--- config.mk ---
export PLATFORM = sky130hd
export DESIGN_NAME = adc_code_fmt
export DESIGN_NICKNAME = d
export VERILOG_FILES = /design/src/rtl/adc_fmt_pkg.sv /design/src/rtl/code_shaper.sv /design/src/rtl/align_pipe.sv /design/src/rtl/out_stage.sv /design/src/rtl/adc_code_fmt.sv
export SDC_FILE = /design/constraint.sdc
export NUM_CORES = 1
export LEC_CHECK = 0
export ABC_AREA = 0
export ABC_CLOCK_PERIOD_IN_PS = 900
export CORE_MARGIN = 3
export CORE_UTILIZATION = 52
export DETAILED_ROUTE_END_ITERATION = 10
export GPL_ROUTABILITY_DRIVEN = 0
export PLACE_DENSITY = 0.74
export SLEW_MARGIN = 20
export SYNTH_ARGS = -nofsm -noshare
export SYNTH_HDL_FRONTEND = slang
export SYNTH_SLANG_ARGS = --single-unit
--- constraint.sdc ---
create_clock -name clk -period 0.9 [get_ports clk]
set_clock_uncertainty 0.2 [all_clocks]
set_input_delay 0.225 -clock clk [delete_from_list [all_inputs] [get_ports clk]]
set_output_delay 0.225 -clock clk [all_outputs]
set_load 0.03 [all_outputs]
--- src/rtl/adc_fmt_pkg.sv ---
`timescale 1ns/1ps
package adc_fmt_pkg;
   localparam int unsigned CODE_W_DEF  = 13;
   localparam int unsigned LATENCY_DEF = 12;

   typedef enum logic {
      FMT_OFFSET = 1'b0,
      FMT_TWOS   = 1'b1
   } fmt_e;
endpackage

--- src/rtl/code_shaper.sv ---
`timescale 1ns/1ps
// Saturation of out-of-range samples followed by format conversion.
module code_shaper
   import adc_fmt_pkg::*;
#(
   parameter int unsigned W = CODE_W_DEF
) (
   input  logic [W-1:0] raw_i,
   input  logic         over_i,
   input  logic         under_i,
   input  fmt_e         fmt_i,
   output logic [W-1:0] code_o,
   output logic         flag_o
);
   localparam logic [W-1:0] FULL_CODE = {W{1'b1}};
   localparam logic [W-1:0] ZERO_CODE = '0;
   localparam logic [W-1:0] MSB_MASK  = {1'b1, {(W-1){1'b0}}};

   generate
      if (W < 2) begin : g_bad_width
         $error("code_shaper: W must be at least 2");
      end
   endgenerate

   logic [W-1:0] sat_code;

   // over-range has priority over under-range
   always_comb begin
      if (over_i)       sat_code = FULL_CODE;
      else if (under_i) sat_code = ZERO_CODE;
      else              sat_code = raw_i;
   end

   always_comb begin
      code_o = (fmt_i == FMT_TWOS) ? (sat_code ^ MSB_MASK) : sat_code;
      flag_o = over_i | under_i;
   end
endmodule

--- src/rtl/align_pipe.sv ---
`timescale 1ns/1ps
// Fixed-latency delay line with synchronous clear.
module align_pipe #(
   parameter int unsigned W     = 14,
   parameter int unsigned DEPTH = 12
) (
   input  logic         clk,
   input  logic         rst_n,
   input  logic         clr_i,
   input  logic [W-1:0] d_i,
   output logic [W-1:0] first_o,
   output logic [W-1:0] q_o
);
   generate
      if (DEPTH < 1) begin : g_bad_depth
         $error("align_pipe: DEPTH must be at least 1");
      end
   endgenerate

   logic [W-1:0] stage_q [DEPTH];

   generate
      for (genvar i = 0; i < DEPTH; i++) begin : g_stage
         logic [W-1:0] stage_d;
         if (i == 0) begin : g_head
            assign stage_d = d_i;
         end else begin : g_body
            assign stage_d = stage_q[i-1];
         end
         always_ff @(posedge clk or negedge rst_n) begin
            if (!rst_n)     stage_q[i] <= '0;
            else if (clr_i) stage_q[i] <= '0;
            else            stage_q[i] <= stage_d;
         end
      end
   endgenerate

   assign first_o = stage_q[0];
   assign q_o     = stage_q[DEPTH-1];
endmodule

--- src/rtl/out_stage.sv ---
`timescale 1ns/1ps
// Power-down forcing and pad enable for the data bus.
module out_stage #(
   parameter int unsigned W = 13
) (
   input  logic         clk,
   input  logic         power_down_i,
   input  logic         out_dis_i,
   input  logic [W-1:0] code_i,
   input  logic         flag_i,
   output logic [W-1:0] data_o,
   output logic         flag_o,
   output logic         oe_o,
   output logic         dclk_o
);
   always_comb begin
      data_o = power_down_i ? '0 : code_i;
      flag_o = power_down_i ? 1'b0 : flag_i;
      oe_o   = ~out_dis_i;   // disable wins over power-down
   end

   assign dclk_o = ~clk;
endmodule

--- src/rtl/adc_code_fmt.sv ---
`timescale 1ns/1ps
module adc_code_fmt
   import adc_fmt_pkg::*;
#(
   parameter int unsigned CODE_W  = CODE_W_DEF,
   parameter int unsigned LATENCY = LATENCY_DEF
) (
   input  logic              clk,
   input  logic              rst_n,
   input  logic              power_down,
   input  logic              out_dis,
   input  logic              twos_sel,
   input  logic [CODE_W-1:0] raw_code,
   input  logic              over_rng,
   input  logic              under_rng,
   output logic [CODE_W-1:0] data_out,
   output logic              data_oe,
   output logic              oor_flag,
   output logic              dclk_out
);
   localparam int unsigned PW = CODE_W + 1;
   localparam logic [CODE_W-1:0] MSB_MASK = {1'b1, {(CODE_W-1){1'b0}}};
   localparam logic [CODE_W-1:0] ALL_ONES = {CODE_W{1'b1}};

   generate
      if (LATENCY < 1) begin : g_bad_lat
         $error("adc_code_fmt: LATENCY must be at least 1");
      end
   endgenerate

   fmt_e              fmt_sel;
   logic [CODE_W-1:0] shaped_code;
   logic              shaped_flag;
   logic [PW-1:0]     first_q;
   logic [PW-1:0]     last_q;

   assign fmt_sel = twos_sel ? FMT_TWOS : FMT_OFFSET;

   code_shaper #(.W(CODE_W)) shaper_i (
      .raw_i   (raw_code),
      .over_i  (over_rng),
      .under_i (under_rng),
      .fmt_i   (fmt_sel),
      .code_o  (shaped_code),
      .flag_o  (shaped_flag)
   );

   align_pipe #(.W(PW), .DEPTH(LATENCY)) pipe_i (
      .clk     (clk),
      .rst_n   (rst_n),
      .clr_i   (power_down),
      .d_i     ({shaped_flag, shaped_code}),
      .first_o (first_q),
      .q_o     (last_q)
   );

   out_stage #(.W(CODE_W)) drive_i (
      .clk          (clk),
      .power_down_i (power_down),
      .out_dis_i    (out_dis),
      .code_i       (last_q[CODE_W-1:0]),
      .flag_i       (last_q[CODE_W]),
      .data_o       (data_out),
      .flag_o       (oor_flag),
      .oe_o         (data_oe),
      .dclk_o       (dclk_out)
   );

   // in-range samples enter the pipe with only the MSB possibly flipped
   a_r2_fmt_in_range: assert property (@(posedge clk) disable iff (!rst_n)
      ($past(rst_n) && !$past(power_down) && !$past(over_rng) && !$past(under_rng))
      |-> (first_q == {1'b0, $past(raw_code) ^ ($past(twos_sel) ? MSB_MASK : '0)}));

   // over-range saturates before the format conversion
   a_r3_over_full: assert property (@(posedge clk) disable iff (!rst_n)
      ($past(rst_n) && !$past(power_down) && $past(over_rng))
      |-> (first_q == {1'b1, ALL_ONES ^ ($past(twos_sel) ? MSB_MASK : '0)}));

   // outputs quiet during power-down
   a_r8_pd_quiet: assert property (@(posedge clk) disable iff (!rst_n)
      power_down |-> (data_out == '0 && !oor_flag));

   // an edge with power-down leaves the pipe end cleared
   a_r8_pipe_cleared: assert property (@(posedge clk) disable iff (!rst_n)
      ($past(rst_n) && $past(power_down)) |-> (last_q == '0));
endmodule

# Yosys cells after proc, flatten, opt, wreduce, memory -nomap -nowiden
# Cells that the tools add are included.
[op_classes]
n_mux = 18
bitwise = 4
[op_table]
columns = ["op", "n"]
rows = [
  ["14-bit 2-to-1 mux", 12],
  ["13-bit 2-to-1 mux", 4],
  ["1-bit inverter", 3],
  ["1-bit 2-to-1 mux", 2],
  ["1-bit bitwise OR", 1],
]
[word_totals]
reg_bits = 168
input_bits = 20
out_inout_bits = 16
word_cells = 34

# Logic depth before layout (Yosys ltp)
[depth]
depth_word = 5
depth_mapped = 4

# Modules after synthesis
# From an unflattened synthesis, not the netlist that was laid out.
[unflattened]
cells_unflattened = 389
area_unflattened_um2 = 5627.9
[by_module_without_submodules]
columns = ["mod", "instances", "cells_each", "area_per_inst_um2", "seq_area_each_um2"]
rows = [
  ["align_pipe", 1, 354, 5350.1, 4204.0],
  ["code_shaper", 1, 18, 142.6, 0.0],
  ["out_stage", 1, 17, 135.1, 0.0],
]

==> impl_metrics.csv <==
group,metric,value,unit
run_status,outcome,"finished with violations",
run_status,failed_checks,"hold timing, setup timing",
detailed_routing,first_pass_iters,5,
yosys,ys_ff_latch,168,
yosys,syn-num-nets,411,
power_and_ir_drop,max-vdd-ir-drop,0.001533,V
global_routing,gr-usage-all-layers,14.42,%
sta,period_minus_slack,1352,ps
global_routing,grt_pass1_wl,12.83,mm
detailed_routing,viasPerCell,4.600,
clock_tree,cts_inserted_buffers,17,
power_and_ir_drop,power.switching,3.820,mW
placement,dp.cells,564,
critical_path,crit_buf_inv,1,
floorplan,io_pins,36,
run,drv_cap,0,
floorplan,coreArea,10040,sq um
placement,port_buffers,35,
critical_path,reg2reg_to,"pipe_i.g_stage[10].stage_d[12]$_DFF_PN0_",
placement,place.detailed.hpwl,4.242,mm
yosys,synthMostInstantiatedCell,"nor2b_1",
floorplan,fp.dieH,109.0,um
power_and_ir_drop,p_seq_share,46.3,%
power_and_ir_drop,p_clk_share,49.2,%
sta,post-route-period-util,150.2,%
critical_path,crit_path_max_fanout,1,
detailed_routing,drc_errors,0,
critical_path,crit_arrival,930,ps
critical_path,cp-startpoint,"pipe_i.q_o[5]$_DFF_PN0_",
yosys,yosysSeqAreaShare,76.24,%
critical_path,r2r-start,"pipe_i.g_stage[9].stage_d[12]$_DFF_PN0_",
sta,maxSlewHeadroom,80.83,%
power_and_ir_drop,leakage,3.540,nW
yosys,synth.distinct_cells,8,
critical_path,path_cells,"nor2b_4 -> buf_6",
sta,clock.fmax,739.6,MHz
sta,whs,-288.0,ps
global_routing,grt_pass1_vias,2808,
yosys,ys_async_sr_fraction,100.0,%
yosys,postSynthAreaPerCell,14.10,sq um
sta,drv_slew,0,
yosys,synth_edf_count,0,
critical_path,ff2ff_setup_slack,-280,ps
yosys,yosys.area.top_type,"dfrtp_1",
clock_tree,tritoncts,"done",
critical_path,endpoint,"data_out[5]",
final_layout,antenna_cells,0,
yosys,yosys_warnings,0,
placement,dp_slack,-719.9,ps
sta,tns,-8970,ps
floorplan,fp.dieArea,11880,sq um
final_layout,final_layout_size_suffix_gt1_share,23.13,%
floorplan,die_x,109.0,um
critical_path,critPathTopFamily,"flip-flops",
sta,setup_ws,-452.0,ps
clock_tree,path_clk_slew,70,ps
final_layout,fin_nets,487,
critical_path,slowest_delay,370,ps
final_layout,syn_to_final_growth,31.00,%
detailed_routing,drt-total-wl,7.943,mm
global_routing,grt_max_degree,45,
detailed_routing,drt-initial-drc-count,80,
detailed_routing,avgRoutedWirePerCell,12.96,um
yosys,synthCells,391,
power_and_ir_drop,switching_share,23.01,%
critical_path,cpMaxStageDelayCell,"dfrtp_1",
power_and_ir_drop,cellPowerDensity,2298,nW/um^2
min_path,hold_path_class,"input pin to async pin",
critical_path,crit_path_end_kind,"output port",
detailed_routing,vias,2820,
global_routing,antenna_found_initial,0,
clock_tree,ctsHtreeMaxLevel,4,
critical_path,r2r_cells,1,
sta,tightest_slew,287.5,ps
critical_path,startpoint_type,"flop",
critical_path,cp_num_cells,2,
yosys,yosys_most_used_dff,"dfrtp_1",
detailed_routing,postRouteAntennaNets,0,
power_and_ir_drop,p_comb_share,4.5,%
critical_path,crit_type,"flop to output port",
clock_tree,clk_path_buf_depth,2,
yosys,netlist_area,5514,sq um
global_routing,grt_overflow,0,
sta,grt_setup_unrepaired,"true",
yosys,yosysTopAreaCellShare,76.24,%
sta,hold_viol,117,
floorplan,rows,36,
sta,setup_viol,35,
clock_tree,clk_latency,690,ps
floorplan,start_util,54.90,%
critical_path,required,470,ps
yosys,synth_common_cells,"169 x nor2b_1, 168 x dfrtp_1, 21 x buf_2",
clock_tree,cts-root-buf,"clkbuf_8",
yosys,yosys-top-cells-area,"dfrtp_1 76%, nor2b_1 19%, buf_2 1.9%",
power_and_ir_drop,internal_power,12.78,mW
final_layout,instances_no_fill,613,
==> layout make-up <==
type	count	area (sq um)
clock buffers	31	579.3
clock inverters	13	116.4
fillers	631	2821
inverters	2	23.77
multi-input cells	198	1325
flip-flops and latches	168	4204
well taps	133	166.4
repair buffers	68	808.3
==> state kept, by name, indices dropped and copies added, names as in the netlist <==
name and flops:
pipe_i.first_o 14, pipe_i.q_o 14, pipe_i.g_stage.stage_d 140
==> cells by family (layout without fill, tap and decap cells) <==
group	Yosys count	count (layout)	synth area share (%)
compound gates	13	13	1.180
buf+inv	25	114	2.178
flops	168	168	76.24
mux	1	1	0.2042
simple gates	184	184	20.19
==> power by group through the flow <==
stage / clock [mW] / sequential (mW) / combinational (mW)
finish: 8.17 / 7.69 / 0.741
global route: 8.69 / 7.70 / 0.829
CTS: 7.55 / 7.69 / 0.696
detailed placement: 0.215 / 7.83 / 0.688
global placement: 0.215 / 7.83 / 0.660
floorplan: 0.130 / 7.83 / 0.293
==> placed cells by master (no fill, tap or decap), drive strengths merged <==
| cell type | count |
|---|---|
| dlygate4sd2 | 3 |
| dlymetal6s4s | 1 |
| clkinvlp | 1 |
| clkdlybuf4s50 | 12 |
| dlygate4sd3 | 4 |
| clkdlybuf4s15 | 1 |
| nor2 | 15 |
| buf | 56 |
| clkbuf | 22 |
| dfrtp | 168 |
| a21oi | 13 |
| clkinv | 2 |
| mux2 | 1 |
| nor2b | 169 |
| inv | 12 |
==> worst min-delay path, cell delays in order <==
cell and delay [ps]:
dlymetal6s4s_1 320, clkbuf_16 240, buf_12 150
==> per-layer routing <==
layer  GRT usage (%)  vias up  part of all wire, %
li1                -     1344                    -
met1           17.80     1412                   43
met2           23.38       56                   52
met3           4.737        8                  4.0
met4           6.222        0                 0.89
met5               0        -                    0
==> metrics by stage <==
step / instance area (sq um) / total power, mW / hold slack, ps / util [%]
after floorplan: 5712 / 8.249 / -270.6 / -
after global placement: 6342 / 8.703 / -98.84 / 63.14
after detailed placement: 6342 / 8.735 / -95.79 / 63.14
after CTS: 7009 / 15.94 / -55.06 / 69.78
after global routing: 7223 / 17.21 / -300.9 / 71.91
final: 7223 / 16.60 / -288.0 / 71.91
==> timing repair <==
| item | CTS | global route |
|---|---|---|
| hold endpoints to repair | 180 | 115 |
| buffers inserted | 0 | 9 |
| setup endpoints to repair | 29 | 97 |
| hold buffers | 1 | 4 |
| gates resized for setup | 34 | 9 |
| cloned | 0 | 3 |
==> worst min-delay path by stage <==
stage                                                  end
finish              pipe_i.g_stage[5].stage_d[1]$_DFF_PN0_
global route        pipe_i.g_stage[5].stage_d[1]$_DFF_PN0_
CTS                 pipe_i.g_stage[2].stage_d[8]$_DFF_PN0_
detailed placement                pipe_i.q_o[13]$_DFF_PN0_
global placement                  pipe_i.q_o[13]$_DFF_PN0_
floorplan                      pipe_i.first_o[0]$_DFF_PN0_
Note: power is estimated with default switching activity, not from simulation.
